## config.mk

```make
export PLATFORM = sky130hd
export DESIGN_NAME = intr_entry_seq
export DESIGN_NICKNAME = d
export VERILOG_FILES = /design/src/rtl/isq_pkg.sv /design/src/rtl/isq_req_latch.sv /design/src/rtl/isq_arbiter.sv /design/src/rtl/isq_bus_mux.sv /design/src/rtl/isq_fsm.sv /design/src/rtl/intr_entry_seq.sv
export SDC_FILE = /design/constraint.sdc
export NUM_CORES = 1
export LEC_CHECK = 0
export BUFFER_PORTS_ARGS = -buffer_cell sky130_fd_sc_hd__buf_2
export CAP_MARGIN = 20
export CORE_MARGIN = 3
export CORE_UTILIZATION = 48
export CTS_BUF_LIST = sky130_fd_sc_hd__clkbuf_4 sky130_fd_sc_hd__clkbuf_8
export CTS_CLUSTER_SIZE = 14
export DETAILED_ROUTE_END_ITERATION = 10
export GPL_TIMING_DRIVEN = 0
export PLACE_DENSITY = 0.9
export SETUP_SLACK_MARGIN = 0.1
export SLEW_MARGIN = 40
export SYNTH_ARGS = -nofsm -noshare
export SYNTH_HDL_FRONTEND = slang
export SYNTH_SLANG_ARGS = --single-unit
```

## constraint.sdc

```tcl
create_clock -name clk -period 2.4 [get_ports clk]
set_clock_uncertainty 0.05 [all_clocks]
set_input_delay 0.48 -clock clk [delete_from_list [all_inputs] [get_ports clk]]
set_output_delay 0.48 -clock clk [all_outputs]
set_load 0.05 [all_outputs]
```

## src/rtl/isq_pkg.sv

```systemverilog
package isq_pkg;

  typedef enum logic [1:0] {
    K_NONE  = 2'd0,
    K_RESET = 2'd1,
    K_NMI   = 2'd2,
    K_IRQ   = 2'd3
  } kind_e;

  typedef enum logic [2:0] {
    PH_IDLE,
    PH_BOOT,
    PH_PSH_H,
    PH_PSH_L,
    PH_PSH_P,
    PH_VEC_L,
    PH_VEC_H,
    PH_FIN
  } phase_e;

  // status bit positions
  localparam int FLG_I = 2;
  localparam int FLG_B = 4;
  localparam int FLG_U = 5;

  // vector offsets below the top address
  localparam int OFS_NMI = 5;
  localparam int OFS_RST = 3;
  localparam int OFS_IRQ = 1;

endpackage

```

## src/rtl/isq_req_latch.sv

```systemverilog
module isq_req_latch (
  input  logic clk,
  input  logic rst_n,
  input  logic accept,
  input  logic done,
  input  logic done_iflag,
  input  logic nmi_pulse,
  input  logic irq_pulse,
  input  logic halt_set,
  output logic nmi_pend,
  output logic os_pend,
  output logic jammed,
  output logic i_prev
);

  always_ff @(posedge clk or negedge rst_n) begin
    if (!rst_n) begin
      nmi_pend <= 1'b0;
      os_pend  <= 1'b0;
      jammed   <= 1'b0;
      i_prev   <= 1'b1;
    end else begin
      // a new pulse wins over the clear of an accepted boundary
      nmi_pend <= nmi_pulse | (nmi_pend & ~accept);
      os_pend  <= irq_pulse | (os_pend & ~accept);
      jammed   <= jammed | halt_set;
      if (done) i_prev <= done_iflag;
    end
  end

endmodule

```

## src/rtl/isq_arbiter.sv

```systemverilog
module isq_arbiter
  import isq_pkg::*;
#(
  parameter int IRQ_SRC = 4
) (
  input  logic               nmi_pend,
  input  logic               os_pend,
  input  logic               jammed,
  input  logic               i_prev,
  input  logic [IRQ_SRC-1:0] irq_level,
  output kind_e              kind_sel
);

  logic irq_any;

  generate
    if (IRQ_SRC > 0) begin : g_lvl
      assign irq_any = (|irq_level) | os_pend;
    end else begin : g_nolvl
      assign irq_any = os_pend;
    end
  endgenerate

  always_comb begin
    kind_sel = K_NONE;
    if (!jammed) begin
      if (nmi_pend)               kind_sel = K_NMI;
      else if (irq_any && !i_prev) kind_sel = K_IRQ;
    end
  end

endmodule

```

## src/rtl/isq_bus_mux.sv

```systemverilog
module isq_bus_mux
  import isq_pkg::*;
#(
  parameter int             DW         = 8,
  parameter logic [DW-1:0]  STACK_PAGE = 8'h01,
  localparam int            AW         = 2 * DW
) (
  input  phase_e          phase,
  input  kind_e           kind_q,
  input  logic [AW-1:0]   pc_q,
  input  logic [DW-1:0]   st_q,
  input  logic [DW-1:0]   sp_q,
  output logic            bus_valid,
  output logic            bus_write,
  output logic [AW-1:0]   bus_addr,
  output logic [DW-1:0]   bus_wdata
);

  localparam logic [AW-1:0] ADDR_TOP = '1;
  localparam logic [AW-1:0] A_NMI    = ADDR_TOP - AW'(OFS_NMI);
  localparam logic [AW-1:0] A_RST    = ADDR_TOP - AW'(OFS_RST);
  localparam logic [AW-1:0] A_IRQ    = ADDR_TOP - AW'(OFS_IRQ);
  localparam logic [DW-1:0] U_MASK   = DW'(1) << FLG_U;

  logic [AW-1:0] vec_base;

  always_comb begin
    case (kind_q)
      K_NMI:   vec_base = A_NMI;
      K_IRQ:   vec_base = A_IRQ;
      default: vec_base = A_RST;
    endcase
  end

  always_comb begin
    bus_valid = 1'b0;
    bus_write = 1'b0;
    bus_addr  = '0;
    bus_wdata = '0;
    case (phase)
      PH_PSH_H: begin
        bus_valid = 1'b1;
        bus_write = 1'b1;
        bus_addr  = {STACK_PAGE, sp_q};
        bus_wdata = pc_q[AW-1:DW];
      end
      PH_PSH_L: begin
        bus_valid = 1'b1;
        bus_write = 1'b1;
        bus_addr  = {STACK_PAGE, sp_q};
        bus_wdata = pc_q[DW-1:0];
      end
      PH_PSH_P: begin
        bus_valid = 1'b1;
        bus_write = 1'b1;
        bus_addr  = {STACK_PAGE, sp_q};
        bus_wdata = st_q | U_MASK;
      end
      PH_VEC_L: begin
        bus_valid = 1'b1;
        bus_addr  = vec_base;
      end
      PH_VEC_H: begin
        bus_valid = 1'b1;
        bus_addr  = vec_base + AW'(1);
      end
      default: ;
    endcase
  end

endmodule

```

## src/rtl/isq_fsm.sv

```systemverilog
module isq_fsm
  import isq_pkg::*;
#(
  parameter int            DW      = 8,
  parameter logic [DW-1:0] SP_INIT = 8'h00,
  localparam int           AW      = 2 * DW
) (
  input  logic          clk,
  input  logic          rst_n,
  input  logic          accept,
  input  kind_e         kind_sel,
  input  logic [AW-1:0] cur_pc,
  input  logic [DW-1:0] cur_status,
  input  logic [DW-1:0] cur_sp,
  input  logic          bus_ready,
  input  logic [DW-1:0] bus_rdata,
  output phase_e        phase,
  output kind_e         kind_q,
  output logic [AW-1:0] pc_q,
  output logic [DW-1:0] st_q,
  output logic [DW-1:0] sp_q
);

  localparam logic [DW-1:0] B_MASK     = DW'(1) << FLG_B;
  localparam logic [DW-1:0] RST_STATUS = DW'(1) << FLG_I;

  always_ff @(posedge clk or negedge rst_n) begin
    if (!rst_n) begin
      phase  <= PH_BOOT;
      kind_q <= K_RESET;
      pc_q   <= '0;
      st_q   <= RST_STATUS;
      sp_q   <= SP_INIT;
    end else begin
      case (phase)
        PH_IDLE: begin
          if (accept) begin
            pc_q   <= cur_pc;
            sp_q   <= cur_sp;
            kind_q <= kind_sel;
            if (kind_sel == K_NONE) begin
              st_q  <= cur_status;
              phase <= PH_FIN;
            end else begin
              st_q  <= cur_status & ~B_MASK;
              phase <= PH_PSH_H;
            end
          end
        end
        PH_BOOT: phase <= PH_VEC_L;
        PH_PSH_H: begin
          if (bus_ready) begin
            sp_q  <= sp_q - DW'(1);
            phase <= PH_PSH_L;
          end
        end
        PH_PSH_L: begin
          if (bus_ready) begin
            sp_q  <= sp_q - DW'(1);
            phase <= PH_PSH_P;
          end
        end
        PH_PSH_P: begin
          if (bus_ready) begin
            sp_q <= sp_q - DW'(1);
            if (kind_q == K_IRQ) st_q[FLG_I] <= 1'b1;
            phase <= PH_VEC_L;
          end
        end
        PH_VEC_L: begin
          if (bus_ready) begin
            pc_q[DW-1:0] <= bus_rdata;
            phase        <= PH_VEC_H;
          end
        end
        PH_VEC_H: begin
          if (bus_ready) begin
            pc_q[AW-1:DW] <= bus_rdata;
            phase         <= PH_FIN;
          end
        end
        PH_FIN:  phase <= PH_IDLE;
        default: phase <= PH_IDLE;
      endcase
    end
  end

endmodule

```

## src/rtl/intr_entry_seq.sv

```systemverilog
module intr_entry_seq
  import isq_pkg::*;
#(
  parameter int            DW         = 8,
  parameter int            IRQ_SRC    = 4,
  parameter logic [DW-1:0] STACK_PAGE = 8'h01,
  parameter logic [DW-1:0] SP_INIT    = 8'h00,
  localparam int           AW         = 2 * DW
) (
  input  logic               clk,
  input  logic               rst_n,
  input  logic               bnd_start,
  input  logic [AW-1:0]      cur_pc,
  input  logic [DW-1:0]      cur_status,
  input  logic [DW-1:0]      cur_sp,
  input  logic               nmi_pulse,
  input  logic [IRQ_SRC-1:0] irq_level,
  input  logic               irq_pulse,
  input  logic               halt_set,
  output logic               bus_valid,
  input  logic               bus_ready,
  output logic               bus_write,
  output logic [AW-1:0]      bus_addr,
  output logic [DW-1:0]      bus_wdata,
  input  logic [DW-1:0]      bus_rdata,
  output logic               seq_busy,
  output logic               seq_done,
  output logic [1:0]         seq_kind,
  output logic [AW-1:0]      next_pc,
  output logic [DW-1:0]      next_status,
  output logic [DW-1:0]      next_sp
);

  phase_e        phase;
  kind_e         kind_q;
  kind_e         kind_sel;
  logic [AW-1:0] pc_q;
  logic [DW-1:0] st_q;
  logic [DW-1:0] sp_q;
  logic          accept;
  logic          nmi_pend;
  logic          os_pend;
  logic          jammed;
  logic          i_prev;

  assign accept      = bnd_start && (phase == PH_IDLE);
  assign seq_busy    = (phase != PH_IDLE);
  assign seq_done    = (phase == PH_FIN);
  assign seq_kind    = kind_q;
  assign next_pc     = pc_q;
  assign next_status = st_q;
  assign next_sp     = sp_q;

  isq_req_latch u_latch (
    .clk        (clk),
    .rst_n      (rst_n),
    .accept     (accept),
    .done       (seq_done),
    .done_iflag (st_q[FLG_I]),
    .nmi_pulse  (nmi_pulse),
    .irq_pulse  (irq_pulse),
    .halt_set   (halt_set),
    .nmi_pend   (nmi_pend),
    .os_pend    (os_pend),
    .jammed     (jammed),
    .i_prev     (i_prev)
  );

  isq_arbiter #(.IRQ_SRC(IRQ_SRC)) u_arb (
    .nmi_pend  (nmi_pend),
    .os_pend   (os_pend),
    .jammed    (jammed),
    .i_prev    (i_prev),
    .irq_level (irq_level),
    .kind_sel  (kind_sel)
  );

  isq_fsm #(.DW(DW), .SP_INIT(SP_INIT)) u_fsm (
    .clk        (clk),
    .rst_n      (rst_n),
    .accept     (accept),
    .kind_sel   (kind_sel),
    .cur_pc     (cur_pc),
    .cur_status (cur_status),
    .cur_sp     (cur_sp),
    .bus_ready  (bus_ready),
    .bus_rdata  (bus_rdata),
    .phase      (phase),
    .kind_q     (kind_q),
    .pc_q       (pc_q),
    .st_q       (st_q),
    .sp_q       (sp_q)
  );

  isq_bus_mux #(.DW(DW), .STACK_PAGE(STACK_PAGE)) u_mux (
    .phase     (phase),
    .kind_q    (kind_q),
    .pc_q      (pc_q),
    .st_q      (st_q),
    .sp_q      (sp_q),
    .bus_valid (bus_valid),
    .bus_write (bus_write),
    .bus_addr  (bus_addr),
    .bus_wdata (bus_wdata)
  );

endmodule

```

==> qor.csv <==
stage;metric;value;unit
outcome;outcome;finished, final reports clean;
drt;wirelength, routed;7779;um
floorplanning;Total Die Area;5969;um^2
drt;TritonRoute pass-1 iters;4;
floorplanning;I/O pin cnt;113;
cells_and_area;synth-to-layout area growth;45.64;%
place;hpwl dp;5348;um
place;Placer Congestion;0.8409;
timing;max_slew headroom;63.06;%
clock_network;clk sinks;41;
floorplanning;Starting Density;50.60;%
floorplanning;std cell rows;25;
cells_and_area;Ant. Diodes;0;
synth;sequential area share after synthesis;42.30;%
timing;final hold vios;0;
clock_network;CTS max path bufs;2;
drt;wire length per cell;16.41;um
drt;vias per cell;5.565;
global_routing;number of global-route vias before repair;2521;
global_routing;largest net degree at the start of global routing;42;
min_path;type of the worst min-delay path;input port to asynchronous set/reset pin;
setup_path;CP arrival;1820;ps
synth;Synth Flop Type;dfrtp_1;
setup_path;Crit Path Max Fanout;8;
place;port bufs;112;
clock_network;Worst-path clk slew;80;ps
cells_and_area;layout cell share with drive strength beyond 1;47.17;%
drt;via count;2638;
cells_and_area;Fill cells;355;
synth;Yosys reg bits;41;
synth;post-synth top area cell;dfrtp_1;
clock_network;CTS buffer count;5;
setup_path;FF-to-FF setup slack;440;ps
floorplanning;core area;4817;um^2
floorplanning;die height;77.26;um
clock_network;Clock Latency Late Sink;300;ps
setup_path;Setup CP Type;flop to output port;
timing;Final Max Slew Viols;0;
setup_path;Crit. End Element;output port;
synth;post-synthesis cell type count;51;
global_routing;total track usage;25.91;%
setup_path;required time of the critical path;1870;ps
timing;fin crit share;98.00;%
timing;setup tns final;0;ps
timing;final critical-path required period;2352;ps
timing;worst slew pin tran;551.2;ps
setup_path;r2r startpoint;u_fsm.phase[0]$_DFFE_PN1P_;
setup_path;worst r2r dst;u_fsm.phase[1]$_DFFE_PN0P_;
clock_network;clock root buffer;clkbuf_8;
timing;RSZ-0062 raised after global routing;true;
global_routing;antenna violations before repair;0;
drt;Final ANT Viol Nets;0;
synth;top cells by area, synth;dfrtp_1, nand2_1, mux2i_1;
floorplanning;die width;77.26;um
drt;DRT met1 WL;2912;um
synth;yosys warns;0;
synth;most common cell in the netlist;nand2_1;
synth;Mapped Area;2437;um^2
drt;Detailed Route Iter0 Violations;111;
synth;cells after synthesis;276;
synth;Syn Nets;328;
clock_network;CTS tree;done;
timing;Worst Setup Slack, final;47.91;ps
job;maxcap violations;0;
place;Post-DP Area;3122;um^2
global_routing;total grt overflow;0;
global_routing;global-route wire length before repair;12260;um
drt;max layer used;met4;
synth;asr flop ratio synth;100.0;%
cells_and_area;fin nets;458;
drt;met2 WL post-DR;3958;um
setup_path;crit path launch type;flop;
place;worst slack at placement;-19.19;ps
synth;Yosys top cell area share;37.99;%
synth;Avg Cell Area, Syn;8.831;um^2
drt;post-route DRC violation count;0;
synth;top cells by count, synth;nand2_1, dfrtp_1, o21ai_0;
clock_network;Post-CTS Hold Buffers;0;
cells_and_area;Design Area, Final;3550;um^2
clock_network;CTS H-tree depth;2;
synth;number of flops mapped to enable cells by yosys;0;
timing;Final setup viols;0;
setup_path;Reg2Reg Depth;5;
drt;met3 routed WL;720;um
timing;Max Freq;0.4252;GHz
-- stage by stage --
stage | utilization, % | std cells | hold slack (ps)
finish | 73.69 | 474 | 105.2
global route | 73.69 | 474 | 134.3
CTS | 71.43 | 472 | 117.2
detailed placement | 64.81 | 455 | 392.6
global placement | 64.75 | 455 | 389.0
floorplan | - | 276 | 134.4
-- registers in the layout, indices dropped and copies added, names as in the netlist, 2 cells and up --
name	count
u_fsm.pc_q	16
u_fsm.sp_q	8
u_fsm.st_q	8
u_fsm.phase	3
u_fsm.kind_q	2
-- final cells by class --
class	instances	area, um^2	area share [%]
Tap cell	67	83.83	2.362
Buffer	21	185.2	5.217
Inverter	8	33.78	0.9517
Sequential cell	41	1032	29.08
Clock buffer	6	76.32	2.150
Timing Repair Buffer	123	762.0	21.47
Multi-Input combinational cell	206	1361	38.35
Clock inverter	2	15.01	0.4230
-- cell usage in the layout, fill, tap and decap left out, drive strengths merged, types with 2 or more instances in the layout --
cell and count:
mux2 2, a21oi 18, nor3 4, nand3 4, nand2 58, o221ai 2, nor2 21, nand2b 2
o21ai 28, mux2i 18, a21o 2, o2bb2ai 4, nor2b 4, a31oi 8, buf 140, dfrtp 37
o22ai 2, dfstp 4, or4 3, nor4 2, or3b 4, clkinvlp 3, o211ai 4, clkbuf 10
inv 6
-- worst max-delay path: stages (launching register included) --
cell        delay [ps]
dfstp_2            640
nor2b_4             70
o21ai_4            210
clkinvlp_4         200
a22o_4             250
buf_8              150
-- kinds of logic (layout without fill, tap and decap cells) --
family                   after synthesis  count (layout)  synth area share, %
AO/OA/AOI/OAI                         76              76                20.43
adder cells (fa/ha/maj)                1               1               0.5133
buffers and inverters                 29             160                7.238
flip-flops                            41              41                42.30
multiplexers                          20              20                8.316
AND/OR/NAND/NOR                      109             109                21.20
-- how the worst max path moves through the flow --
| stage | startpoint | to | slack (ps) |
|---|---|---|---|
| 2_1_floorplan | u_fsm.phase[0]$_DFFE_PN1P_ | bus_wdata[1] | -40 |
| 3_3_place_gp | u_fsm.phase[0]$_DFFE_PN1P_ | bus_addr[1] | 20 |
| 3_5_place_dp | u_fsm.phase[1]$_DFFE_PN0P_ | bus_addr[1] | -20 |
| 4_1_cts | u_fsm.phase[0]$_DFFE_PN1P_ | bus_addr[1] | 50 |
| 5_1_grt | u_fsm.phase[0]$_DFFE_PN1P_ | bus_addr[1] | -10 |
| 6_report | u_fsm.phase[0]$_DFFE_PN1P_ | bus_addr[1] | 50 |
-- metal layers --
layer  up-vias  track usage, %
li1       1228               -
met4         0           10.50
met2       135           43.87
met3        17           6.925
met5         -               0
met1      1258           31.10
-- what timing repair did --
action	4_1_cts	5_1_grt
endpoints found under the setup margin	27	28
cloned	0	0
pin swaps	3	1
setup buffers	9	2
resized for setup	51	28
Power is left out: the tool's default activity adds up to more than one toggle a clock period on the data nets, which glitch-free logic cannot reach.
